--- config.mk ---
export PLATFORM = sky130hd
export DESIGN_NAME = tu_moderator
export DESIGN_NICKNAME = d
export VERILOG_FILES = /design/src/rtl/tu_mod_pkg.sv /design/src/rtl/tu_cfg_decode.sv /design/src/rtl/tu_start_gate.sv /design/src/rtl/tu_slot_seq.sv /design/src/rtl/tu_moderator.sv
export SDC_FILE = /design/constraint.sdc
export NUM_CORES = 1
export LEC_CHECK = 0
export BUFFER_PORTS_ARGS = -buffer_cell sky130_fd_sc_hd__buf_2
export CAP_MARGIN = 10
export CELL_PAD_IN_SITES_DETAIL_PLACEMENT = 1
export CELL_PAD_IN_SITES_GLOBAL_PLACEMENT = 2
export CORE_MARGIN = 2
export CORE_UTILIZATION = 28
export DETAILED_ROUTE_END_ITERATION = 7
export GPL_ROUTABILITY_DRIVEN = 0
export PLACE_DENSITY_LB_ADDON = 0.1
export SLEW_MARGIN = 20
export SYNTH_ARGS = -nofsm -noshare
export SYNTH_HDL_FRONTEND = slang
export SYNTH_SLANG_ARGS = --single-unit
--- constraint.sdc ---
create_clock -name clk -period 7.2 [get_ports clk]
set_input_delay 2.16 -clock clk [delete_from_list [all_inputs] [get_ports clk]]
set_output_delay 2.16 -clock clk [all_outputs]
set_load 0.02 [all_outputs]
--- src/rtl/tu_mod_pkg.sv ---
package tu_mod_pkg;
  localparam int CNT_W = 7;   // slot counts up to 64
  localparam int RUN_W = 4;   // run lengths 1..15
  localparam int DLY_W = 16;  // start delay
  localparam int SZ_W  = 6;   // unit length minus one field

  // field positions inside the configuration words
  localparam int UCNT_LSB = 0;
  localparam int DLY_LSB  = 16;
  localparam int EN_BIT   = 0;
  localparam int LCNT_LSB = 1;
  localparam int URUN_LSB = 16;
  localparam int LRUN_LSB = 20;

  typedef struct packed {
    logic [CNT_W-1:0] unit_m1;
    logic [CNT_W-1:0] upper_cnt;
    logic [CNT_W-1:0] lower_cnt;
    logic             mod_en;
    logic [RUN_W-1:0] upper_run;
    logic [RUN_W-1:0] lower_run;
    logic [DLY_W-1:0] start_dly;
  } tu_cfg_t;
endpackage

--- src/rtl/tu_cfg_decode.sv ---
module tu_cfg_decode
  import tu_mod_pkg::*;
(
  input  logic [31:0] cfg_unit,
  input  logic [31:0] cfg_bound,
  input  logic [31:0] cfg_moderate,
  output tu_cfg_t     cfg
);
  always_comb begin
    cfg.unit_m1   = {{(CNT_W-SZ_W){1'b0}}, cfg_unit[SZ_W-1:0]};
    cfg.upper_cnt = cfg_bound[UCNT_LSB +: CNT_W];
    cfg.start_dly = cfg_bound[DLY_LSB +: DLY_W];
    cfg.mod_en    = cfg_moderate[EN_BIT];
    cfg.lower_cnt = cfg_moderate[LCNT_LSB +: CNT_W];
    cfg.upper_run = cfg_moderate[URUN_LSB +: RUN_W];
    cfg.lower_run = cfg_moderate[LRUN_LSB +: RUN_W];
  end
endmodule

--- src/rtl/tu_start_gate.sv ---
module tu_start_gate
  import tu_mod_pkg::*;
(
  input  logic             clk,
  input  logic             rst_n,
  input  logic             line_start,
  input  logic [DLY_W-1:0] start_dly,
  output logic             gate_open
);
  logic             armed_q, armed_d;
  logic [DLY_W-1:0] dly_q, dly_d;
  logic             dly_en;

  always_comb begin
    armed_d = armed_q;
    dly_d   = dly_q;
    dly_en  = 1'b0;
    if (line_start) begin
      armed_d = 1'b1;
      dly_d   = start_dly;
      dly_en  = 1'b1;
    end else if (armed_q && (dly_q != '0)) begin
      dly_d  = dly_q - 1'b1;
      dly_en = 1'b1;
    end
  end

  always_ff @(posedge clk or negedge rst_n) begin
    if (!rst_n) begin
      armed_q <= 1'b0;
      dly_q   <= '0;
    end else begin
      armed_q <= armed_d;
      if (dly_en) dly_q <= dly_d;
    end
  end

  assign gate_open = armed_q && (dly_q == '0);
endmodule

--- src/rtl/tu_slot_seq.sv ---
module tu_slot_seq
  import tu_mod_pkg::*;
(
  input  logic             clk,
  input  logic             rst_n,
  input  logic             restart,
  input  logic             advance,
  input  tu_cfg_t          cfg,
  output logic [CNT_W-1:0] slot_idx,
  output logic             slot_valid
);
  logic [CNT_W-1:0] slot_q, slot_d;
  logic [RUN_W-1:0] run_q, run_d;
  logic             lo_q, lo_d;
  logic             st_en;
  logic             unit_end;
  logic [CNT_W-1:0] cur_cnt;

  assign unit_end = (slot_q == cfg.unit_m1);
  assign cur_cnt  = lo_q ? cfg.lower_cnt : cfg.upper_cnt;

  always_comb begin
    slot_d = slot_q;
    run_d  = run_q;
    lo_d   = lo_q;
    st_en  = restart || advance;
    if (restart) begin
      slot_d = '0;
      run_d  = '0;
      lo_d   = 1'b0;
    end else if (advance) begin
      if (unit_end) begin
        slot_d = '0;
        if (cfg.mod_en) begin
          if (!lo_q) begin
            if (run_q == cfg.upper_run - 1'b1) begin
              lo_d  = 1'b1;
              run_d = '0;
            end else begin
              run_d = run_q + 1'b1;
            end
          end else begin
            if (run_q == cfg.lower_run - 1'b1) begin
              lo_d  = 1'b0;
              run_d = '0;
            end else begin
              run_d = run_q + 1'b1;
            end
          end
        end
      end else begin
        slot_d = slot_q + 1'b1;
      end
    end
  end

  always_ff @(posedge clk or negedge rst_n) begin
    if (!rst_n) begin
      slot_q <= '0;
      run_q  <= '0;
      lo_q   <= 1'b0;
    end else if (st_en) begin
      slot_q <= slot_d;
      run_q  <= run_d;
      lo_q   <= lo_d;
    end
  end

  assign slot_idx   = slot_q;
  assign slot_valid = advance && (slot_q < cur_cnt);
endmodule

--- src/rtl/tu_moderator.sv ---
module tu_moderator
  import tu_mod_pkg::*;
#(
  parameter int LANES = 4
) (
  input  logic             clk,
  input  logic             rst_n,
  input  logic [31:0]      cfg_unit,
  input  logic [31:0]      cfg_bound,
  input  logic [31:0]      cfg_moderate,
  input  logic             line_start,
  output logic             link_gate,
  output logic [LANES-1:0] lane_valid
);
  tu_cfg_t          cfg;
  logic             gate_open;
  logic             slot_valid;
  logic [CNT_W-1:0] slot_idx;

  tu_cfg_decode u_dec (
    .cfg_unit     (cfg_unit),
    .cfg_bound    (cfg_bound),
    .cfg_moderate (cfg_moderate),
    .cfg          (cfg)
  );

  tu_start_gate u_gate (
    .clk        (clk),
    .rst_n      (rst_n),
    .line_start (line_start),
    .start_dly  (cfg.start_dly),
    .gate_open  (gate_open)
  );

  tu_slot_seq u_seq (
    .clk        (clk),
    .rst_n      (rst_n),
    .restart    (line_start),
    .advance    (gate_open),
    .cfg        (cfg),
    .slot_idx   (slot_idx),
    .slot_valid (slot_valid)
  );

  assign link_gate = gate_open;

  for (genvar g = 0; g < LANES; g++) begin : g_lane
    assign lane_valid[g] = slot_valid;
  end
endmodule

==> flow_metrics.py <==
metrics = {
    "status": {
        "status": "finished clean",
    },
    "route": {
        "ant_nets": 0,
        "drt_iter0_markers": 59,
        "first_pass_iters": 4,
        "vias": 1833,
        "drt-total-wl_um": 5180,
        "drc": 0,
        "wl_per_cell_um": 13.6,
        "viasPerCell": 4.81,
    },
    "floorplan": {
        "io_pins": 104,
        "die_h_um": 92.0,
        "die_x_um": 92.0,
        "num_rows": 32,
        "start_util_pct": 28.5,
        "core_sq_um": 7610,
        "fp.dieArea_sq_um": 8460,
    },
    "worst_setup_path": {
        "crit_path_start": "cfg_moderate[5]",
        "timing.rr.start": "u_gate.dly_q[8]$_DFFE_PN0P_",
        "r2r-end": "u_gate.dly_q[1]$_DFFE_PN0P_",
        "cp.arrival_ns": 3.84,
        "r2r_cells": 5,
        "r2r_slack_ns": 4.59,
        "start_kind": "primary input",
        "end_kind": "output pin",
        "cp_max_fo": 4,
        "crit_type": "in2out",
        "cp-endpoint": "lane_valid[1]",
        "cp_data_required_time_ns": 5.04,
    },
    "synth": {
        "netlist.area_leader.share_pct": 33.5,
        "ys_seq_area_share_pct": 33.5,
        "yosys.area.top_type": "dfrtp_1",
        "synth_compound_area_share_pct": 17.1,
        "ys_ff_latch": 29,
        "synth_fa_ha_area_share_pct": 6.93,
        "syn-cell-area_sq_um": 2170,
        "async_flop_share_pct": 100,
        "ys_types": 49,
        "synthesis.nets": 343,
        "synth_top_family_by_area": "simple AND/OR/NAND/NOR gates",
        "synth-edff-count": 0,
        "yosys-top-cells-area": "dfrtp_1, ha_1, xor2_1",
        "synth_warnings": 0,
        "ys.flop_type": "dfrtp_1",
        "yosys.area_share.simple_pct": 19.9,
        "syn_area_per_cell_sq_um": 9.34,
        "muxShareOfSynthArea_pct": 4.79,
        "synth_xor_area_share_pct": 12.8,
        "synth_cells": 232,
    },
    "finish": {
        "mostFrequentLayoutCells": "buf_2, dfrtp_1, nand2_1",
        "instances_no_fill": 381,
        "fillers": 921,
        "design_area_sq_um": 2570,
        "syn2layout_area_growth_pct": 18.6,
        "nets": 389,
        "final_layout_size_suffix_gt1_share_pct": 27.2,
        "regArea_sq_um": 726,
        "layout_commonest_cell": "buf_2",
        "multi_input_area_sq_um": 1330,
        "diodes": 0,
    },
    "sta": {
        "slew-limit-headroom_pct": 54.7,
        "period_share_pct": 83.4,
        "fin_crit_ns": 6.00,
        "timing.fmax_mhz": 167,
        "final_max_slew_viol_count": 0,
        "hold_violations": 0,
        "rsz0062_at_grt": "false",
        "setup_violations": 0,
        "tightest_slew_ns": 0.679,
        "tns_ns": 0,
        "clock_skew_ns": 0.00457,
    },
    "power": {
        "swShare_pct": 31.0,
        "p_seq_share_pct": 46.8,
        "cellLeakagePower_nw": 1.22,
        "clkPwrFrac_pct": 31.5,
        "p_int_uw": 288,
        "fin_total_pwr_uw": 418,
        "p_sw_uw": 130,
        "p_per_area_nw_per_um2": 162,
        "vdd_drop_max_mv": 0.0592,
        "power_frac_comb_pct": 21.7,
    },
    "place": {
        "hpwl_um": 3950,
        "dpl_cell_area_sq_um": 2490,
        "io_buffers": 52,
        "dp_cells": 373,
    },
    "grt": {
        "overflow": 0,
        "first_global_vias": 1963,
        "antenna_found_initial": 0,
        "grt_max_degree": 39,
        "grt_pass1_wl_um": 9110,
        "grtUsageTotal_pct": 13.4,
    },
    "clock_tree": {
        "insertion_delay_ns": 0.28,
        "cts_tree": "yes",
        "clkTransAtPathRegs_ns": 0.06,
        "cts_root_buffer": "clkbuf_8",
        "htree_levels": 2,
        "clock_sink_count": 29,
        "numCtsBuffers": 5,
        "cts_resized": 0,
        "cts_setup_buffers": 0,
        "ctsHoldBuffers": 0,
        "cts_buffer_depth": 2,
    },
    "worst_hold_path": {
        "hp-class": "reg2reg",
        "hp-start": "u_gate.dly_q[14]$_DFFE_PN0P_",
    },
    "flow_run": {
        "cap_violations": 0,
    },
}
## power groups by stage
| stage | combinational, mW | clock [mW] | sequential, mW |
|---|---|---|---|
| floorplan | 0.0648 | 0 | 0.191 |
| global placement | 0.0908 | 0 | 0.199 |
| detailed placement | 0.0934 | 0 | 0.198 |
| CTS | 0.0935 | 0.138 | 0.196 |
| global route | 0.107 | 0.141 | 0.198 |
| finish | 0.0907 | 0.132 | 0.195 |
## sequential cells by signal, indices dropped and copies added (netlist names)
name	count
u_gate.armed_q	1
u_gate.dly_q	16
u_seq.lo_q	1
u_seq.run_q	4
u_seq.slot_idx	7
## metrics by stage
| stage | hold slack (ns) | worst slack, ns | utilization, % |
|---|---|---|---|
| after floorplan | 0.531 | 1.46 | - |
| after global placement | 0.570 | 1.25 | 32.7 |
| after detailed placement | 0.572 | 1.14 | 32.7 |
| after CTS | 0.586 | 1.14 | 33.8 |
| after global routing | 0.630 | 0.987 | 33.8 |
| final | 0.576 | 1.20 | 33.8 |
## metal layers
metal / track usage [%] / vias to the layer above / share of wire, %
met5: 0 / - / 0
li1: - / 930 / -
met2: 21.9 / 30 / 45
met4: 3.73 / 0 / 0.91
met3: 3.04 / 4 / 3.7
met1: 17.8 / 869 / 50
## critical path, stage by stage
cell	delay, ns
buf_2	0.09
mux2i_1	0.13
ha_1	0.26
a21o_1	0.16
a21o_1	0.18
o21ai_0	0.16
a21oi_1	0.06
nor3b_1	0.38
buf_2	0.25
## cell usage after synthesis (2+ instances only)
cell type  number
nor4b_1         2
clkbuf_1        6
or4_1           3
mux2_2          3
o21ai_0        15
nor2b_1         4
o22ai_1         4
or3_1           3
buf_2           2
o211ai_1        2
o21ai_1         3
nor2_1         10
nand3_1         6
or2_2           4
a21oi_1         4
nand2_1        18
inv_1           9
a22o_1          8
a21o_1          2
a31oi_1         3
mux2i_1         7
xnor2_1        12
xor2_1         17
nor3_1          8
and3_1          5
dfrtp_1        29
o2111ai_1       4
ha_1           12
nor4_1          3
buf_4           5
## worst min-delay path by stage
| stage | to | slack (ns) | cells after the start |
|---|---|---|---|
| floorplan | u_seq.slot_idx[6]$_DFFE_PN0N_ | 0.53 | 1 |
| global placement | u_gate.dly_q[15]$_DFFE_PN0P_ | 0.57 | 2 |
| detailed placement | u_gate.dly_q[10]$_DFFE_PN0P_ | 0.57 | 2 |
| CTS | u_gate.dly_q[10]$_DFFE_PN0P_ | 0.59 | 2 |
| global route | u_gate.dly_q[9]$_DFFE_PN0P_ | 0.63 | 2 |
| finish | u_gate.dly_q[14]$_DFFE_PN0P_ | 0.58 | 2 |
## cells by family after synthesis
logic type               Yosys count
buffers and inverters             23
multiplexers                      10
adder cells (fa/ha/maj)           12
AO/OA/AOI/OAI                     53
AND/OR/NAND/NOR                   75
XOR/XNOR                          30
flip-flops                        29
## area by class of cell
type | instances | area share, %
clock buffers | 6 | 2.82
repair buffers | 53 | 10.4
inverters | 9 | 1.31
flip-flops and latches | 29 | 28.2
multi-input cells | 180 | 51.9
clock inverters | 2 | 0.389
well taps | 102 | 4.96
Power figures use the tool's default switching activity.
